===== src/rtl/fcs_pkg.sv =====
package fcs_pkg;
  localparam int SFR_DW = 8;
  localparam logic [SFR_DW-1:0] ADR_ERASE = 8'h94;
  localparam logic [SFR_DW-1:0] ADR_PAGE  = 8'hB7;
  localparam logic [SFR_DW-1:0] ADR_CTRL  = 8'hB2;
  localparam logic [SFR_DW-1:0] CMD_PAGE  = 8'h55;
  localparam logic [SFR_DW-1:0] CMD_MASS  = 8'hAA;
  localparam int BIT_PWE  = 0;
  localparam int BIT_MEEN = 1;
  localparam int BIT_SEC  = 6;
  localparam int BIT_PRE  = 7;
  typedef enum logic [1:0] {REQ_NONE, REQ_PAGE, REQ_MASS} erase_req_e;
endpackage


===== src/rtl/fcs_page_reg.sv =====
module fcs_page_reg #(
  parameter int PAGE_W = 7
) (
  input  logic              clk,
  input  logic              rst_n,
  input  logic              wr_en,
  input  logic [PAGE_W-1:0] wdata,
  input  logic              consume,
  output logic [PAGE_W-1:0] page_q,
  output logic              armed
);
  always_ff @(posedge clk or negedge rst_n) begin
    if (!rst_n) begin
      page_q <= '0;
      armed  <= 1'b0;
    end else begin
      if (wr_en) begin
        page_q <= wdata;
        armed  <= 1'b1;
      end else if (consume) begin
        armed  <= 1'b0;
      end
    end
  end
endmodule


===== src/rtl/fcs_ctrl_reg.sv =====
module fcs_ctrl_reg (
  input  logic clk,
  input  logic rst_n,
  input  logic wr_en,
  input  logic pwe_d,
  input  logic meen_d,
  input  logic sec_d,
  input  logic irq_en,
  input  logic byte_done,
  input  logic mass_start,
  output logic pwe,
  output logic meen,
  output logic secure
);
  // program write enable: self-clearing, frozen while interrupts are on
  always_ff @(posedge clk or negedge rst_n) begin
    if (!rst_n)                pwe <= 1'b0;
    else if (byte_done)        pwe <= 1'b0;
    else if (wr_en && !irq_en) pwe <= pwe_d;
  end

  // mass-erase enable: used up by an accepted mass erase
  always_ff @(posedge clk or negedge rst_n) begin
    if (!rst_n)          meen <= 1'b0;
    else if (wr_en)      meen <= meen_d;
    else if (mass_start) meen <= 1'b0;
  end

  // security flag: set-only
  always_ff @(posedge clk or negedge rst_n) begin
    if (!rst_n)              secure <= 1'b0;
    else if (wr_en && sec_d) secure <= 1'b1;
  end
endmodule


===== src/rtl/fcs_erase_dec.sv =====
module fcs_erase_dec
  import fcs_pkg::*;
(
  input  logic              clk,
  input  logic              rst_n,
  input  logic              wr_en,
  input  logic [SFR_DW-1:0] wdata,
  input  logic              busy,
  input  logic              page_armed,
  input  logic              meen,
  input  logic              dbg_en,
  output logic              page_start,
  output logic              mass_start,
  output logic              page_req,
  output logic              mass_req
);
  erase_req_e req_c;

  always_comb begin
    req_c = REQ_NONE;
    if (wr_en && !busy) begin
      if (wdata == CMD_PAGE && page_armed)
        req_c = REQ_PAGE;
      else if (wdata == CMD_MASS && meen && dbg_en)
        req_c = REQ_MASS;
    end
  end

  assign page_start = (req_c == REQ_PAGE);
  assign mass_start = (req_c == REQ_MASS);

  always_ff @(posedge clk or negedge rst_n) begin
    if (!rst_n) begin
      page_req <= 1'b0;
      mass_req <= 1'b0;
    end else begin
      page_req <= page_start;
      mass_req <= mass_start;
    end
  end
endmodule


===== src/rtl/flash_ctl_sfr.sv =====
module flash_ctl_sfr
  import fcs_pkg::*;
#(
  parameter int PAGE_W = 7
) (
  input  logic              clk,
  input  logic              rst_n,
  input  logic              sfr_wr,
  input  logic              sfr_rd,
  input  logic [SFR_DW-1:0] sfr_addr,
  input  logic [SFR_DW-1:0] sfr_wdata,
  output logic [SFR_DW-1:0] sfr_rdata,
  input  logic              irq_en,
  input  logic              dbg_en,
  input  logic              preboot_in,
  input  logic              flash_busy,
  input  logic              byte_done,
  output logic              page_erase_req,
  output logic              mass_erase_req,
  output logic [PAGE_W-1:0] erase_page,
  output logic              prog_sel,
  output logic              secure
);
  logic wr_erase, wr_page, wr_ctrl;
  logic page_armed, page_start, mass_start;
  logic ctl_pwe, ctl_meen;
  logic [PAGE_W-1:0] page_q;
  logic [SFR_DW-1:0] ctrl_view, rd_mux;

  assign wr_erase = sfr_wr && (sfr_addr == ADR_ERASE);
  assign wr_page  = sfr_wr && (sfr_addr == ADR_PAGE);
  assign wr_ctrl  = sfr_wr && (sfr_addr == ADR_CTRL);

  fcs_page_reg #(.PAGE_W(PAGE_W)) u_page (
    .clk(clk), .rst_n(rst_n), .wr_en(wr_page),
    .wdata(sfr_wdata[PAGE_W-1:0]), .consume(page_start),
    .page_q(page_q), .armed(page_armed)
  );

  fcs_ctrl_reg u_ctrl (
    .clk(clk), .rst_n(rst_n), .wr_en(wr_ctrl),
    .pwe_d(sfr_wdata[BIT_PWE]), .meen_d(sfr_wdata[BIT_MEEN]),
    .sec_d(sfr_wdata[BIT_SEC]), .irq_en(irq_en), .byte_done(byte_done),
    .mass_start(mass_start), .pwe(ctl_pwe), .meen(ctl_meen), .secure(secure)
  );

  fcs_erase_dec u_dec (
    .clk(clk), .rst_n(rst_n), .wr_en(wr_erase), .wdata(sfr_wdata),
    .busy(flash_busy), .page_armed(page_armed), .meen(ctl_meen),
    .dbg_en(dbg_en), .page_start(page_start), .mass_start(mass_start),
    .page_req(page_erase_req), .mass_req(mass_erase_req)
  );

  always_comb begin
    ctrl_view           = '0;
    ctrl_view[BIT_PWE]  = ctl_pwe;
    ctrl_view[BIT_MEEN] = ctl_meen;
    ctrl_view[BIT_SEC]  = secure;
    ctrl_view[BIT_PRE]  = preboot_in;
  end

  always_comb begin
    case (sfr_addr)
      ADR_CTRL: rd_mux = ctrl_view;
      ADR_PAGE: rd_mux = SFR_DW'(page_q);
      default:  rd_mux = '0;
    endcase
  end

  assign sfr_rdata  = sfr_rd ? rd_mux : '0;
  assign erase_page = page_q;
  assign prog_sel   = ctl_pwe;
endmodule


===== config.mk =====
export PLATFORM = sky130hd
export DESIGN_NAME = flash_ctl_sfr
export DESIGN_NICKNAME = d
export VERILOG_FILES = /design/src/rtl/fcs_pkg.sv /design/src/rtl/fcs_page_reg.sv /design/src/rtl/fcs_ctrl_reg.sv /design/src/rtl/fcs_erase_dec.sv /design/src/rtl/flash_ctl_sfr.sv
export SDC_FILE = /design/constraint.sdc
export NUM_CORES = 1
export LEC_CHECK = 0
export BUFFER_PORTS_ARGS = -buffer_cell sky130_fd_sc_hd__buf_2
export CORE_UTILIZATION = 25
export CTS_CLUSTER_DIAMETER = 40
export DETAILED_ROUTE_END_ITERATION = 7
export GPL_TIMING_DRIVEN = 1
export SYNTH_ARGS = -nofsm -noshare
export SYNTH_HDL_FRONTEND = slang
export SYNTH_SLANG_ARGS = --single-unit

===== constraint.sdc =====
create_clock -name clk -period 1.7 [get_ports clk]
set_input_delay 0.085 -clock clk [delete_from_list [all_inputs] [get_ports clk]]
set_output_delay 0.085 -clock clk [all_outputs]
set_load 0.02 [all_outputs]

==> results.toml <==
[outcome]
outcome = "finished clean"

[global_routing]
grt_max_degree = 14
grt_pass1_wl_microns = 2990
track_usage = 0.149
grt_pass1_vias = 689
overflow = 0
grt_antenna_before_repair = 0

[power]
seqPwrFrac = 0.538
p_int_uw = 456
p_sw_frac = 0.249
power_frac_clock = 0.303
p_comb_frac = 0.159
p_switching_uw = 151
leakagePower_nw = 0.560
p_per_area_nw_per_um2 = 620
irDropWorstVdd_uv = 335

[setup_path]
end_kind = "output pin"
startpoint_type = "input pin"
reg2reg_from = "u_page.armed"
worstSetupPathType = "input pin to output pin"
cp-startpoint = "sfr_addr[3]"
cp_data_arrival_time_ns = 1.13
critPathMaxFanout = 5
cp.required_ns = 1.62

[cts]
cts_tree = "done"
clk_pin_slew_ns = 0.08
clockRootBuffer = "clkbuf_4"
ctsResizeCount = 0
clock_path_buffers = 2
clock_latency_ns = 0.26
cts_made_buffers = 3
cts_sinks = 13
cts.htree.levels = 1

[floorplan]
rows = 18
die_h_microns = 54.1
start_util = 0.269
ios = 44
coreArea_sq_um = 2520
die-area_sq_um = 2920
die_w_microns = 54.1

[synth]
muxShareOfSynthArea = 0.116
yosysTopAreaCell = "dfrtp_1"
syn_avg_cell_area_sq_um = 11.5
synth_top_family_by_area = "simple AND/OR/NAND/NOR gates"
yosys.area_share.simple = 0.306
synth_top_area_share = 0.480
ys_top_cells_by_area = "dfrtp_1 (48%), mux2_2 (12%), and3_1 (4.6%), a22oi_1 (3.3%), nand4_4 (3.1%)"
synth_edf_count = 0
synth-seq-cells = 13
synth_most_common_cell = "dfrtp_1"
synth_cell_type_count = 26
yosys.area_share.adder = 0
syn-cell-area_sq_um = 678
synth_xor_area_frac = 0
synth_compound_area_frac = 0.0793
synthCells = 59
yosysSeqAreaShare = 0.480
async_reset_ff_frac = 1.00
yosys_warnings = 0
yosys_most_used_dff = "dfrtp_1"
syn_nets = 84
ys_top_cells_by_count = "dfrtp_1 (13), mux2_2 (7), and3_1 (5), nor2_1 (5), a22oi_1 (3)"

[sta]
slew_headroom = 0.712
max_clock_freq_mhz = 822
setup_tns_ns = 0
maxSlewViolCount = 0
finalClockSkew_ns = 0.0000810
rsz0062_at_grt = "no"
finalHoldViolations = 0
worstMarginPinSlew_ns = 0.431
finalSetupViolations = 0
timing.final.crit_share = 0.716
min_period_ns = 1.22

[layout]
finalNetCount = 134
final_core_util = 0.388
regArea_sq_um = 325
drive_gt1_frac = 0.537
multiInputGateArea_sq_um = 340
n_antenna_cell = 0
num-fill-cells = 279
area.growth.synth_to_final_pct = 44.5

[drt]
routed_wl_microns = 1850
num_vias = 647
viasPerCell = 4.69
drt_iter0_drc = 9
first_pass_iters = 4
drtAntennaViolNets = 0
drc = 0
wire_per_inst_microns = 13.4

[placement]
place_hpwl_microns = 1490
gp_congestion = 0.740
portBuffers = 43

[job]
cap_violations = 0

[min_path]
hp-class = "input pin to flip-flop"
hold_start = "sfr_wdata[3]"
==> critical path: stages <==
cell and delay, ns:
buf_2 0.09, and4bb_4 0.37, and3_2 0.25, and3_1 0.16
buf_2 0.16
==> final cells by class <==
class                   instances  share of cell area
repair buffers                 46               0.248
inverters                       2             0.00766
well taps                      30              0.0383
multi-input cells              43               0.347
flip-flops and latches         13               0.332
clock buffers                   4              0.0268
==> sequential cells by signal (all words and copies together), names as in the netlist <==
signal,flops
u_dec.mass_req,1
u_dec.page_req,1
u_ctrl.pwe,1
u_ctrl.meen,1
u_ctrl.secure,1
u_page.armed,1
u_page.page_q,7
==> placed cells by master, fill, tap and decap left out <==
cell type      netlist  final
inv_1                2      2
o2bb2ai_1            1      1
buf_4                0      1
nand4_2              1      1
nor4bb_1             2      2
nand4_4              1      1
a21o_1               1      1
or3b_1               1      1
a22oi_1              3      3
nor4b_1              2      2
nor2_1               5      5
clkbuf_4             0      3
and3_2               1      1
nand4b_1             1      1
mux2_2               7      7
and4bb_4             1      1
buf_2                0     43
nor3_1               1      1
nand3b_1             1      1
and2_1               1      1
nand4_1              1      1
a21oi_1              1      1
and3_1               5      5
nand3_1              2      2
clkbuf_1             0      1
dfrtp_1             13     13
dlygate4sd3_1        0      2
nand2_1              1      1
o21ai_0              2      2
and2_0               1      1
==> what timing repair did <==
| action | CTS | global route |
|---|---|---|
| hold buffers | 2 | 0 |
| hold endpoints to repair | 14 | 0 |
| setup buffers | 0 | 0 |
==> power groups by stage <==
stage	Combinational [mW]	Sequential, mW	Clock [mW]
floorplan	0.0266	0.343	0
global placement	0.0920	0.333	0
detailed placement	0.0942	0.333	0
CTS	0.0980	0.327	0.191
global route	0.107	0.329	0.210
finish	0.0966	0.327	0.184
==> layer usage <==
layer	wire length (microns)	up-vias	global-route usage
met5	0	-	0
met4	0	0	0.0513
met3	150	0	0.0339
met2	798	35	0.230
met1	900	292	0.203
li1	-	320	-
==> worst paths after layout <==
kind	to	slack, ns	cells past startpoint
setup / recovery	sfr_rdata[2]	0.48	5
hold / removal	u_page.page_q[3]	0.07	2
setup reg to reg	u_page.armed	0.76	3
hold reg to reg	u_ctrl.secure	0.49	1
max in group asynchronous	u_page.page_q[4]	1.25	2
min in group asynchronous	u_dec.page_req	0.23	2
==> stage by stage <==
stage / cells / instance area (sq um) / hold WS [ns] / worst slack (ns) / power (mW)
final: 138 / 980 / 0.0706 / 0.483 / 0.607
after global routing: 138 / 980 / 0.0607 / 0.428 / 0.646
after CTS: 138 / 980 / 0.0593 / 0.477 / 0.617
after detailed placement: 132 / 933 / -0.0128 / 0.397 / 0.428
after global placement: 132 / 933 / -0.0195 / 0.402 / 0.425
after floorplan: 59 / 678 / -0.211 / 0.598 / 0.370
==> logic make-up after synthesis <==
kind of cell | Yosys count
compound gates | 8
buf+inv | 3
flops | 13
mux | 7
simple gates | 28
No activity file was read; power rests on OpenSTA's default activity.
